File: src/rtl/vecagg_pkg.sv
package vecagg_pkg;

    localparam int WORD_W         = 32;
    localparam int VEC_W          = 8;
    localparam int ADDR_W         = 8;
    localparam int BIT_IDX_W      = $clog2(WORD_W);
    localparam int BANK_IDX_W     = VEC_W - BIT_IDX_W;
    localparam int MAX_BANKS      = 1 << BANK_IDX_W;
    localparam int BYTES_PER_WORD = WORD_W / 8;
    localparam int SLOT_LSB       = $clog2(BYTES_PER_WORD);
    localparam int REGION_BIT     = SLOT_LSB + BANK_IDX_W;

    typedef logic [WORD_W-1:0]     word_t;
    typedef logic [ADDR_W-1:0]     addr_t;
    typedef logic [VEC_W-1:0]      vec_t;
    typedef logic [BANK_IDX_W-1:0] bank_idx_t;
    typedef logic [BIT_IDX_W-1:0]  bit_idx_t;

    typedef enum logic [1:0] {
        REG_NONE   = 2'd0,
        REG_CAUSE  = 2'd1,
        REG_ENABLE = 2'd2
    } reg_kind_e;

    typedef struct packed {
        logic  valid;
        logic  write;
        addr_t addr;
        word_t wdata;
    } reg_req_t;

    typedef struct packed {
        reg_kind_e kind;
        bank_idx_t bank;
    } reg_sel_t;

    typedef struct packed {
        logic      valid;
        bank_idx_t bank;
        bit_idx_t  bit_pos;
    } vec_evt_t;

    // Map a byte address onto a register kind and a bank index.
    function automatic reg_sel_t decode_addr(addr_t addr, int nbanks);
        reg_sel_t sel;
        sel.bank = addr[REGION_BIT-1:SLOT_LSB];
        sel.kind = REG_NONE;
        if ((addr[SLOT_LSB-1:0] == '0) &&
            (addr[ADDR_W-1:REGION_BIT+1] == '0) &&
            (int'(sel.bank) < nbanks)) begin
            sel.kind = addr[REGION_BIT] ? REG_ENABLE : REG_CAUSE;
        end
        return sel;
    endfunction

    // Split an incoming vector number into bank and bit, dropping unbuilt banks.
    function automatic vec_evt_t split_vector(logic stb, vec_t num, int nbanks);
        vec_evt_t evt;
        evt.bank    = num[VEC_W-1:BIT_IDX_W];
        evt.bit_pos = num[BIT_IDX_W-1:0];
        evt.valid   = stb && (int'(evt.bank) < nbanks);
        return evt;
    endfunction

endpackage

File: src/rtl/vecagg_decode.sv
module vecagg_decode
    import vecagg_pkg::*;
#(
    parameter int NUM_BANKS = 8
) (
    input  reg_req_t               req,
    output logic [NUM_BANKS-1:0]   cause_clr_sel,
    output logic [NUM_BANKS-1:0]   enable_wr_sel,
    output logic                   rd_fire,
    output reg_sel_t               rd_sel
);

    reg_sel_t sel;

    always_comb begin
        sel     = decode_addr(req.addr, NUM_BANKS);
        rd_fire = req.valid && !req.write;
        rd_sel  = sel;
    end

    for (genvar b = 0; b < NUM_BANKS; b++) begin : g_sel
        logic hit;
        assign hit              = req.valid && req.write && (sel.bank == bank_idx_t'(b));
        assign cause_clr_sel[b] = hit && (sel.kind == REG_CAUSE);
        assign enable_wr_sel[b] = hit && (sel.kind == REG_ENABLE);
    end

endmodule

File: src/rtl/vecagg_event.sv
module vecagg_event
    import vecagg_pkg::*;
#(
    parameter int NUM_BANKS = 8
) (
    input  logic                          vec_stb,
    input  vec_t                          vec_num,
    output logic [NUM_BANKS-1:0][WORD_W-1:0] set_mask
);

    vec_evt_t evt;
    word_t    bit_onehot;

    always_comb begin
        evt        = split_vector(vec_stb, vec_num, NUM_BANKS);
        bit_onehot = word_t'(1) << evt.bit_pos;
    end

    for (genvar b = 0; b < NUM_BANKS; b++) begin : g_mask
        assign set_mask[b] = (evt.valid && (evt.bank == bank_idx_t'(b))) ? bit_onehot : '0;
    end

endmodule

File: src/rtl/vecagg_bank.sv
module vecagg_bank
    import vecagg_pkg::*;
(
    input  logic  clk,
    input  logic  rst,
    input  word_t set_mask,
    input  logic  clr_sel,
    input  logic  en_sel,
    input  word_t wdata,
    output word_t cause_q,
    output word_t enable_q,
    output logic  irq
);

    word_t clr_mask;

    always_comb begin
        clr_mask = clr_sel ? wdata : '0;
    end

    // Set has priority over a clear of the same bit.
    always_ff @(posedge clk) begin
        if (rst) begin
            cause_q <= '0;
        end else begin
            cause_q <= (cause_q & ~clr_mask) | set_mask;
        end
    end

    always_ff @(posedge clk) begin
        if (rst) begin
            enable_q <= '0;
        end else if (en_sel) begin
            enable_q <= wdata;
        end
    end

    assign irq = |(cause_q & enable_q);

endmodule

File: src/rtl/vecagg_ctrl.sv
module vecagg_ctrl
    import vecagg_pkg::*;
#(
    parameter int NUM_BANKS = 8
) (
    input  logic                 clk,
    input  logic                 rst,
    input  logic                 vec_stb,
    input  logic [7:0]           vec_num,
    input  logic                 reg_valid,
    input  logic                 reg_write,
    input  logic [7:0]           reg_addr,
    input  logic [31:0]          reg_wdata,
    output logic [31:0]          reg_rdata,
    output logic [NUM_BANKS-1:0] irq_out
);

    localparam int FLAT_W = NUM_BANKS * WORD_W;

    reg_req_t                         req;
    logic [NUM_BANKS-1:0]             cause_clr_sel;
    logic [NUM_BANKS-1:0]             enable_wr_sel;
    logic                             rd_fire;
    reg_sel_t                         rd_sel;
    logic [NUM_BANKS-1:0][WORD_W-1:0] set_mask;
    word_t                            cause_pad  [MAX_BANKS];
    word_t                            enable_pad [MAX_BANKS];
    logic [FLAT_W-1:0]                cause_flat;
    logic [FLAT_W-1:0]                en_flat;
    word_t                            rdata_q;

    always_comb begin
        req.valid = reg_valid;
        req.write = reg_write;
        req.addr  = reg_addr;
        req.wdata = reg_wdata;
    end

    vecagg_decode #(.NUM_BANKS(NUM_BANKS)) u_decode (
        .req           (req),
        .cause_clr_sel (cause_clr_sel),
        .enable_wr_sel (enable_wr_sel),
        .rd_fire       (rd_fire),
        .rd_sel        (rd_sel)
    );

    vecagg_event #(.NUM_BANKS(NUM_BANKS)) u_event (
        .vec_stb  (vec_stb),
        .vec_num  (vec_num),
        .set_mask (set_mask)
    );

    for (genvar b = 0; b < MAX_BANKS; b++) begin : g_bank
        if (b < NUM_BANKS) begin : g_live
            word_t cause_w;
            word_t enable_w;
            vecagg_bank u_bank (
                .clk      (clk),
                .rst      (rst),
                .set_mask (set_mask[b]),
                .clr_sel  (cause_clr_sel[b]),
                .en_sel   (enable_wr_sel[b]),
                .wdata    (reg_wdata),
                .cause_q  (cause_w),
                .enable_q (enable_w),
                .irq      (irq_out[b])
            );
            assign cause_pad[b]                        = cause_w;
            assign enable_pad[b]                       = enable_w;
            assign cause_flat[b*WORD_W +: WORD_W]      = cause_w;
            assign en_flat[b*WORD_W +: WORD_W]         = enable_w;
        end else begin : g_absent
            assign cause_pad[b]  = '0;
            assign enable_pad[b] = '0;
        end
    end

    always_ff @(posedge clk) begin
        if (rst) begin
            rdata_q <= '0;
        end else if (rd_fire) begin
            unique case (rd_sel.kind)
                REG_CAUSE:  rdata_q <= cause_pad[rd_sel.bank];
                REG_ENABLE: rdata_q <= enable_pad[rd_sel.bank];
                default:    rdata_q <= '0;
            endcase
        end
    end

    assign reg_rdata = rdata_q;

endmodule

File: config.mk
export PLATFORM = sky130hd
export DESIGN_NAME = vecagg_ctrl
export DESIGN_NICKNAME = d
export VERILOG_FILES = /design/src/rtl/vecagg_pkg.sv /design/src/rtl/vecagg_decode.sv /design/src/rtl/vecagg_event.sv /design/src/rtl/vecagg_bank.sv /design/src/rtl/vecagg_ctrl.sv
export SDC_FILE = /design/constraint.sdc
export NUM_CORES = 1
export LEC_CHECK = 0
export BUFFER_PORTS_ARGS = -buffer_cell sky130_fd_sc_hd__buf_2
export CORE_ASPECT_RATIO = 1.2
export CORE_UTILIZATION = 60
export CTS_CLUSTER_DIAMETER = 200
export DETAILED_ROUTE_END_ITERATION = 8
export PLACE_DENSITY_LB_ADDON = 0.05
export SETUP_SLACK_MARGIN = 0.15
export SLEW_MARGIN = 25
export SYNTH_ARGS = -nofsm -noshare
export SYNTH_HDL_FRONTEND = slang
export SYNTH_SLANG_ARGS = --single-unit
File: constraint.sdc
create_clock -name clk -period 2.5 [get_ports clk]
set_input_delay 0.5 -clock clk [delete_from_list [all_inputs] [get_ports clk]]
set_output_delay 0.5 -clock clk [all_outputs]
set_load 0.01 [all_outputs]
==> Yosys cells after proc, flatten, opt, wreduce, memory -nomap -nowiden <==
Cells that the tools add are included.
{ "word_totals": {"regBits": 544, "input_bits": 53, "out_inout_bits": 40, "wordCells": 141} }
{ "op_classes": {"n_eq_ne": 16, "magnitude_cmp": 1, "n_reduce_logical": 48, "n_shift": 1, "n_bitwise": 33, "muxes": 25} }
{ "ops": {"columns": ["operator", "count"], "rows": [
  ["$mux 32", 20],
  ["$and 32x32->32", 16],
  ["$not 32->32", 8],
  ["$or 32x32->32", 8],
  ["$reduce_or 32->1", 8],
  ["$bmux 32 s3", 2],
  ["$pmux 32 s2", 1],
  ["$logic_and 1x1->1", 35],
  ["$shl 1x5->32 const A", 1],
  ["$eq 3x3->1 const B", 8],
  ["$eq 3x2->1 const B", 4],
  ["$eq 3x1->1 const B", 2],
  ["$logic_not 3->1", 2],
  ["$ge 4x4->1 const B", 1],
  ["$logic_not 2->1", 2],
  ["$mux 2", 2],
  ["$not 3->4", 1],
  ["$eq 2x1->1 const B", 1],
  ["$eq 2x2->1 const B", 1],
  ["$logic_not 1->1", 1]
]} }

==> Longest topological paths before layout <==
Gate-level depths: netlist of the first run.
{ "logic_depth": {"depth_word": 9, "ltp_mapped": 8, "depth_no_buf": 4} }

==> Modules after synthesis <==
Synthesis of the first run repeated with hierarchy kept, for this count alone.
{ "unflattened": {"cells_unflattened": 2882, "area_unflattened_um2": 26386.6} }
{ "by_module_without_submodules": {"columns": ["module", "area_per_inst_um2", "n_inst", "cells_per_inst", "seq_area_each_um2"], "rows": [
  ["vecagg_bank", 2337.2, 8, 259, 1281.2],
  ["vecagg_ctrl", 5321.4, 1, 417, 640.6],
  ["vecagg_event", 2073.2, 1, 359, 0.0],
  ["vecagg_decode", 294.0, 1, 34, 0.0]
]} }

==> Worst setup path before layout of the first run <==
No wires, ideal clock.
{ "synth_path": {"path_kind": "input -> register", "start": "input reg_addr[3]", "end": "register rdata_q[15] (netlist: reg_rdata[15])", "path_slack_ns": 0.295, "t_arrival_ns": 2.071, "setup_time_ns": 0.134, "stages": 7, "required_ns": 2.366, "n_path_buf": 4, "cell_sequence": "buf_4 -> buf_2 -> buf_2 -> buf_1 -> mux4_2 -> a22oi_1 -> o211ai_1"} }
{ "synth_between": {"elab_chain_len": 5, "word_cells_on_any_way": 8, "cone_classes": "mux: 7; bitwise: 1"} }
{ "synth_lines": {"columns": ["element", "line_no", "source"], "rows": [
  ["start: declaration", "vecagg_ctrl.sv:12", "input logic [7:0] reg_addr,"],
  ["$not 3->4 (implied by the code) *", "vecagg_ctrl.sv:83, vecagg_ctrl.sv:84", null],
  ["$bmux 32 s3 (on tied branches)", "vecagg_ctrl.sv:84, vecagg_ctrl.sv:83", null],
  ["$mux 32 (on tied branches) (2 in a row)", "vecagg_ctrl.sv:84, vecagg_ctrl.sv:83", null],
  ["$pmux 32 s2 *", "vecagg_ctrl.sv:82", "unique case (rd_sel.kind)"],
  ["end signal: assignment", "vecagg_ctrl.sv:83", "REG_CAUSE: rdata_q <= cause_pad[rd_sel.bank];"],
  ["end signal: assignment", "vecagg_ctrl.sv:84", "REG_ENABLE: rdata_q <= enable_pad[rd_sel.bank];"],
  ["end: declaration", "vecagg_ctrl.sv:30", "word_t rdata_q;"]
]} }
Every way passes the cells marked *; elsewhere a longest branch is shown, timed or not. The select of a mux whose other input is x is not followed.
A chain may end at the register's enable or synchronous reset.

==> Worst setup path in the final report of the first run <==
{ "layout_path": {"start": "register g_bank[0].g_live.u_bank.enable_q[24]", "end": "output irq_out[0]"} }
{ "layout_between": {"elab_chain_len": 2} }
{ "layout_lines": {"columns": ["element", "line_no", "source"], "rows": [
  ["start: declaration", "vecagg_bank.sv:11", "output word_t enable_q,"],
  ["start signal: assignment", "vecagg_bank.sv:34", "enable_q <= wdata;"],
  ["$and 32x32->32", "vecagg_bank.sv:38", "assign irq = |(cause_q & enable_q);"],
  ["$reduce_or 32->1", "vecagg_bank.sv:38", null],
  ["end: declaration", "vecagg_ctrl.sv:15", "output logic [NUM_BANKS-1:0] irq_out"]
]} }
No other way between the ends.

==> impl_metrics.env, run 1 <==
export IMPL_cts_buffers=56
export IMPL_fp_dieW_um=191.0
export IMPL_r2r_cells=3
export IMPL_r2r_end="reg_rdata[23]$_SDFFE_PP0P_"
export IMPL_multiInputGateArea_sq_um=13710
export IMPL_synth_seq_area_share_pct=42.35
export IMPL_grt_antenna_before_repair=9
export IMPL_synth_area_leaders="dfxtp_1 (42%), nand2_1 (12%), mux4_2 (11%)"
export IMPL_h_tree_depth=2
export IMPL_synthToLayoutAreaGrowth_pct=14.79
export IMPL_post_route_period_util_pct=109.8
export IMPL_rows=82
export IMPL_synth_cells=2656
export IMPL_cp_slowest_cell="or4_1"
export IMPL_r2r_slack_ns=0.75
export IMPL_cts_tree="yes"
export IMPL_final_common_cell="nand2_1"
export IMPL_cts_sinks=544
export IMPL_syn_avg_cell_area_sq_um=9.681
export IMPL_path_max_fanout=2
export IMPL_ys_warn_count=0
export IMPL_finClkSkew_ns=0.02821
export IMPL_die_h_um=228.8
export IMPL_yosysTopAreaCell="dfxtp_1"
export IMPL_power_density_nw_per_um2=635.2
export IMPL_ys_async_sr_fraction_pct=0
export IMPL_route_antenna_remaining_nets=0
export IMPL_crit_required_ns=2.00
export IMPL_syn_num_nets=2709
export IMPL_clk_path_buf_depth=3
export IMPL_critPathTopFamily="simple AND/OR/NAND/NOR gates"
export IMPL_yosys_area_top_type_share_pct=42.35
export IMPL_grt_pass1_vias=22760
export IMPL_fin_area_sq_um=29520
export IMPL_final_setup_worst_slack_ns=-0.2451
export IMPL_clock_latency_ns=0.64
export IMPL_drtPass1Iterations=8
export IMPL_startpoint="g_bank[0].g_live.u_bank.enable_q[24]$_SDFFE_PP0P_"
export IMPL_overflow=0
export IMPL_worst_path_buf_inv=1
export IMPL_crit_end="irq_out[0]"
export IMPL_num_vias=24068
export IMPL_cpPeakStageDelay_ns=0.54
export IMPL_max_vdd_ir_drop_uv=636.4
export IMPL_leakagePower_nw=9.410
export IMPL_tightest_slew_ns=0.8802
export IMPL_final_cell_mix="nand2_1 (797), dfxtp_1 (510), a32o_1 (256)"
export IMPL_dp_hpwl_um=74680
export IMPL_violations="setup timing"
export IMPL_crit_path_end_kind="output port"
export IMPL_register_area_sq_um=10940
export IMPL_n_fill_cell=3264
export IMPL_synth_edf_count=0
export IMPL_cp_arrival_ns=2.25
export IMPL_synthFlopType="dfxtp_1"
export IMPL_maxSlewHeadroom_pct=41.32
export IMPL_crit_type="reg -> out"
export IMPL_drive_gt1_share_pct=28.91
export IMPL_clk_pin_slew_ns=0.06
export IMPL_period_minus_slack_ns=2.745
export IMPL_min_path_type="in -> reg"
export IMPL_grt_max_degree=129
export IMPL_cp_start_kind="flop"
export IMPL_outcome="finished with violations"
export IMPL_hold_viol=0
export IMPL_ios=93
export IMPL_gp_congestion=1.086
export IMPL_core_area_sq_um=42070
export IMPL_path_depth=4
export IMPL_first_iter_violations=3687
export IMPL_synthDistinctLibCells=49
export IMPL_worstPathCellList="a22oi_2, nand4_1, or4_1, buf_2"
export IMPL_fmax_ghz=0.3643
export IMPL_maxCapViolCount=0
export IMPL_cts_root_buf="clkbuf_16"
export IMPL_track_usage_pct=50.00
export IMPL_reg2reg_from="g_bank[6].g_live.u_bank.cause_q[23]$_SDFF_PP0_"
export IMPL_initial_utilization_pct=61.13
export IMPL_drc=0
export IMPL_io_buffers=92
export IMPL_synth_seq_cells=544
export IMPL_final_nets=2734
export IMPL_rsz0062_at_grt="yes"
export IMPL_drt_wirelength_per_cell_um=33.42
export IMPL_preCtsSetupSlack_ns=0.009857
export IMPL_slew_viol_final=0
export IMPL_synth_cell_area_sq_um=25710
export IMPL_finalSetupViolCount=8
export IMPL_wl_um=109700
export IMPL_via_per_inst=7.336
export IMPL_grt_pass1_wl_um=157600
export IMPL_dieArea_sq_um=43690
export IMPL_postPlaceCellArea_sq_um=27110
kinds of logic after synthesis:
| logic type | count (synthesis) | share of synthesized area [%] |
|---|---|---|
| AND/OR/NAND/NOR | 949 | 16.09 |
| AO/OA/AOI/OAI | 715 | 23.41 |
| flip-flops | 544 | 42.35 |
| buffers and inverters | 284 | 5.489 |
| multiplexers | 164 | 12.65 |
layer usage:
metal  vias to the layer above  GRT usage (%)  share of wire [%]
met4                         2          37.95                9.2
li1                       9901              -                  -
met5                         -              0              0.012
met2                      2021          76.09                 44
met3                       481          9.750                 12
met1                     11663          62.40                 34
power breakdown:
part	switching, mW	internal [mW]	total [mW]	leakage (nW)
combinational	0.747	0.265	1.01	4.03
sequential	0.0151	8.68	8.69	4.40
clock	3.76	5.29	9.05	0.985
total	4.52	14.2	18.7	9.41
state kept, by name, summed over array words and instances, names as in the netlist:
register / flops
g_bank.g_live.u_bank.enable_q: 256
reg_rdata: 32
g_bank.g_live.u_bank.cause_q: 256
synthesized netlist by cell type, types with 2 or more instances:
library cell and number:
buf_2 78, buf_6 25, mux2i_1 28, and2_1 3
and3_1 2, mux2_2 8, or3_1 3, a21oi_1 81
nand3_1 6, a32oi_1 3, nor2_1 43, o21ai_0 8
buf_4 13, inv_1 2, and4_1 4, nand2b_1 7
or4_1 8, nand4_1 40, a31oi_1 2, a211oi_1 4
nand2_1 797, nand3b_1 4, nor4_4 17, buf_1 12
nor3_1 3, dfxtp_1 544, o211ai_1 18, a32o_1 256
nor2b_1 2, mux4_2 128, a21oi_2 178, or3b_2 2
or2_2 2, a22oi_1 159, clkbuf_1 152
what timing repair did:
item,4_1_cts,5_1_grt
hold buffers,0,0
resized for setup,79,19
buffers inserted,5,1
setup endpoints to repair,8,8
pin swaps,35,16
gates cloned,0,0
cell type report:
| class | instances | area share, % |
|---|---|---|
| diodes | 6 | 0.05087 |
| flip-flops and latches | 544 | 37.06 |
| inverters | 3 | 0.06358 |
| repair buffers | 248 | 7.329 |
| multi-input cells | 1828 | 46.46 |
| clock inverters | 31 | 1.221 |
| clock buffers | 75 | 5.502 |
| well taps | 546 | 2.314 |
worst min-delay path, cell delays in order:
cell and delay, ns:
buf_2 0.22, nand2_1 0.10, a21oi_1 0.05
through the flow:
| step | power (mW) | TNS [ns] | cells | hold slack, ns | util (%) |
|---|---|---|---|---|---|
| floorplan | 9.483 | 0 | 2656 | 0.4458 | - |
| global placement | 9.837 | 0 | 3163 | 0.4559 | 64.45 |
| detailed placement | 9.850 | 0 | 3163 | 0.4617 | 64.45 |
| CTS | 18.65 | -1.025 | 3274 | 0.2563 | 69.98 |
| global route | 19.04 | -1.365 | 3281 | 0.2802 | 70.17 |
| finish | 18.75 | -1.389 | 3281 | 0.2794 | 70.17 |
worst min-delay path by stage:
stage / startpoint / to / cells past startpoint
4_1_cts: reg_wdata[11] / g_bank[7].g_live.u_bank.enable_q[11]$_SDFFE_PP0P_ / 3
5_1_grt: reg_wdata[4] / g_bank[1].g_live.u_bank.enable_q[4]$_SDFFE_PP0P_ / 3
2_1_floorplan: g_bank[2].g_live.u_bank.enable_q[0]$_SDFFE_PP0P_ / g_bank[2].g_live.u_bank.enable_q[0]$_SDFFE_PP0P_ / 2
3_5_place_dp: reg_rdata[3]$_SDFFE_PP0P_ / reg_rdata[3]$_SDFFE_PP0P_ / 2
3_3_place_gp: reg_rdata[24]$_SDFFE_PP0P_ / reg_rdata[24]$_SDFFE_PP0P_ / 2
6_report: reg_wdata[4] / g_bank[3].g_live.u_bank.enable_q[4]$_SDFFE_PP0P_ / 3
(Power assumes the default switching activity.)
==> run 2, diff against run 1 <==
TNS_END_PERCENT = 20   (was unset)
clock period = 3.11 ns   (was 2.5 ns; I/O delays follow)
==> run 2 against run 1 <==
  * The run now ends clean
  * Non-clock buffer count down 65
  * Final cell count down 2.1%
  * Sequential cell count is the same
  * Sequential power decreased by 20%
  * Design area down 4.1%
  * Routed wire length down 2.4%
  * Setup slack better by 0.34 ns
  * Die area did not move
  * Sequential share of layout area up 1.4 points
  * Clock power shrank 26%
  * Global-route usage decreased by 1.3 points
  * Count of clock-buffer cells in the layout up 11
  * Largest cell class unchanged
==> impl_metrics.env, run 2 (synthesized netlist as in run 1, its figures left out) <==
export IMPL_outcome="finished clean"
export IMPL_worstPathCellList="a22oi_1, nand4_1, or4_1, buf_2"
export IMPL_slew_viol_final=0
export IMPL_fin_area_sq_um=28300
export IMPL_dp_hpwl_um=72340
export IMPL_seqPwrFrac_pct=48.3
export IMPL_finClkSkew_ns=0.01458
export IMPL_cts_root_buf="clkbuf_16"
export IMPL_synthToLayoutAreaGrowth_pct=10.07
export IMPL_first_iter_violations=3955
export IMPL_grt_pass1_vias=22073
export IMPL_comb_power_share_pct=5.3
export IMPL_rsz0062_at_grt="yes"
export IMPL_wl_um=107000
export IMPL_cts_sinks=544
export IMPL_internal_power_mw=10.99
export IMPL_min_path_type="in -> reg"
export IMPL_post_route_period_util_pct=96.87
export IMPL_io_buffers=92
export IMPL_clockPowerShare_pct=46.4
export IMPL_tns_ns=0
export IMPL_overflow=0
export IMPL_drt_wirelength_per_cell_um=33.33
export IMPL_clk_path_buf_depth=3
export IMPL_clock_latency_ns=0.63
export IMPL_hold_viol=0
export IMPL_fmax_ghz=0.3319
export IMPL_h_tree_depth=2
export IMPL_dieArea_sq_um=43690
export IMPL_gp_congestion=1.060
export IMPL_clk_pin_slew_ns=0.06
export IMPL_fp_dieW_um=191.0
export IMPL_finalSetupViolCount=0
export IMPL_maxSlewHeadroom_pct=33.11
export IMPL_path_max_fanout=3
export IMPL_track_usage_pct=48.70
export IMPL_tightest_slew_ns=0.9996
export IMPL_n_fill_cell=3413
export IMPL_cp_start_kind="flop"
export IMPL_grt_max_degree=129
export IMPL_final_nets=2668
export IMPL_cp_slowest_cell="a22oi_1"
export IMPL_cp_arrival_ns=2.39
export IMPL_crit_path_end_kind="output port"
export IMPL_switching_power_mw=3.494
export IMPL_worst_path_buf_inv=1
export IMPL_max_vdd_ir_drop_uv=554.5
export IMPL_num_vias=23772
export IMPL_period_minus_slack_ns=3.013
export IMPL_via_per_inst=7.403
export IMPL_rows=82
export IMPL_p_total_mw=14.48
export IMPL_final_common_cell="nand2_1"
export IMPL_ios=93
export IMPL_cpPeakStageDelay_ns=0.65
export IMPL_drc=0
export IMPL_power_density_nw_per_um2=511.6
export IMPL_crit_type="reg -> out"
export IMPL_final_cell_mix="nand2_1 (797), dfxtp_1 (544), a32o_1 (256)"
export IMPL_route_antenna_remaining_nets=0
export IMPL_initial_utilization_pct=61.13
export IMPL_postPlaceCellArea_sq_um=26480
export IMPL_drive_gt1_share_pct=23.32
export IMPL_grt_antenna_before_repair=8
export IMPL_multiInputGateArea_sq_um=13460
export IMPL_cts_tree="yes"
export IMPL_grt_pass1_wl_um=154000
export IMPL_drtPass1Iterations=6
export IMPL_critPathTopFamily="compound AO/OA/AOI/OAI gates"
export IMPL_cts_setup_buffers=0
export IMPL_maxCapViolCount=0
export IMPL_core_area_sq_um=42070
export IMPL_switching_share_pct=24.13
export IMPL_crit_required_ns=2.49
export IMPL_cts_buffers=55
export IMPL_register_area_sq_um=10890
export IMPL_die_h_um=228.8
export IMPL_leakagePower_nw=8.903
-- run 2: changes by cell type in the layout (fill, tap and decap cells not counted), sizes merged --
cell	before	now
clkinvlp	3	2
buf	247	182
bufinv	7	2
inv	5	3
clkinv	19	11
clkbuf	76	87
-- run 2: through the flow --
step,utilization [%],cells,hold WS (ns),worst slack (ns)
floorplan,-,2656,0.4458,0.7834
global placement,62.95,3104,0.4527,0.4403
detailed placement,62.95,3104,0.4598,0.4270
CTS,67.23,3205,0.3122,0.1304
global route,67.26,3208,0.3208,0.1002
finish,67.28,3211,0.3187,0.09722
-- run 2: per-layer routing --
layer	vias up	track usage [%]	part of all wire, %	routed length (um)
met4	6	36.73	9.4	10110
met2	1962	72.97	44	46830
li1	9758	-	-	-
met3	498	11.41	13	13990
met1	11548	60.61	34	36040
met5	-	0	0.038	41
-- run 2: area by class of cell --
class	instances	area share, %
multi-input cells	1828	47.54
flip-flops and latches	544	38.48
clock buffers	86	5.884
repair buffers	183	5.102
well taps	546	2.414
clock inverters	15	0.4598
inverters	3	0.06631
diodes	6	0.05305
-- run 2: path summary, 6_finish.rpt --
path / end / from / depth (start not counted) / slack (ns)
worst max-delay path: irq_out[7] / g_bank[7].g_live.u_bank.enable_q[27]$_SDFFE_PP0P_ / 4 / 0.1
worst min-delay path: g_bank[5].g_live.u_bank.enable_q[9]$_SDFFE_PP0P_ / rst / 2 / 0.32
worst max register to register: reg_rdata[26]$_SDFFE_PP0P_ / g_bank[3].g_live.u_bank.cause_q[26]$_SDFF_PP0_ / 3 / 1.24
worst min register to register: reg_rdata[3]$_SDFFE_PP0P_ / reg_rdata[3]$_SDFFE_PP0P_ / 2 / 0.47
-- run 2: power groups by stage --
stage	Sequential (mW)	Combinational, mW	Clock, mW
final	6.99	0.771	6.72
after global routing	6.98	0.781	6.99
after CTS	6.99	0.732	6.69
after detailed placement	7.14	0.731	0
after global placement	7.14	0.723	0
after floorplan	7.14	0.486	0
-- run 2: what timing repair did --
action	in CTS	in global routing
hold buffers	0	0
resized for setup	1	1
setup endpoints to repair	2	4
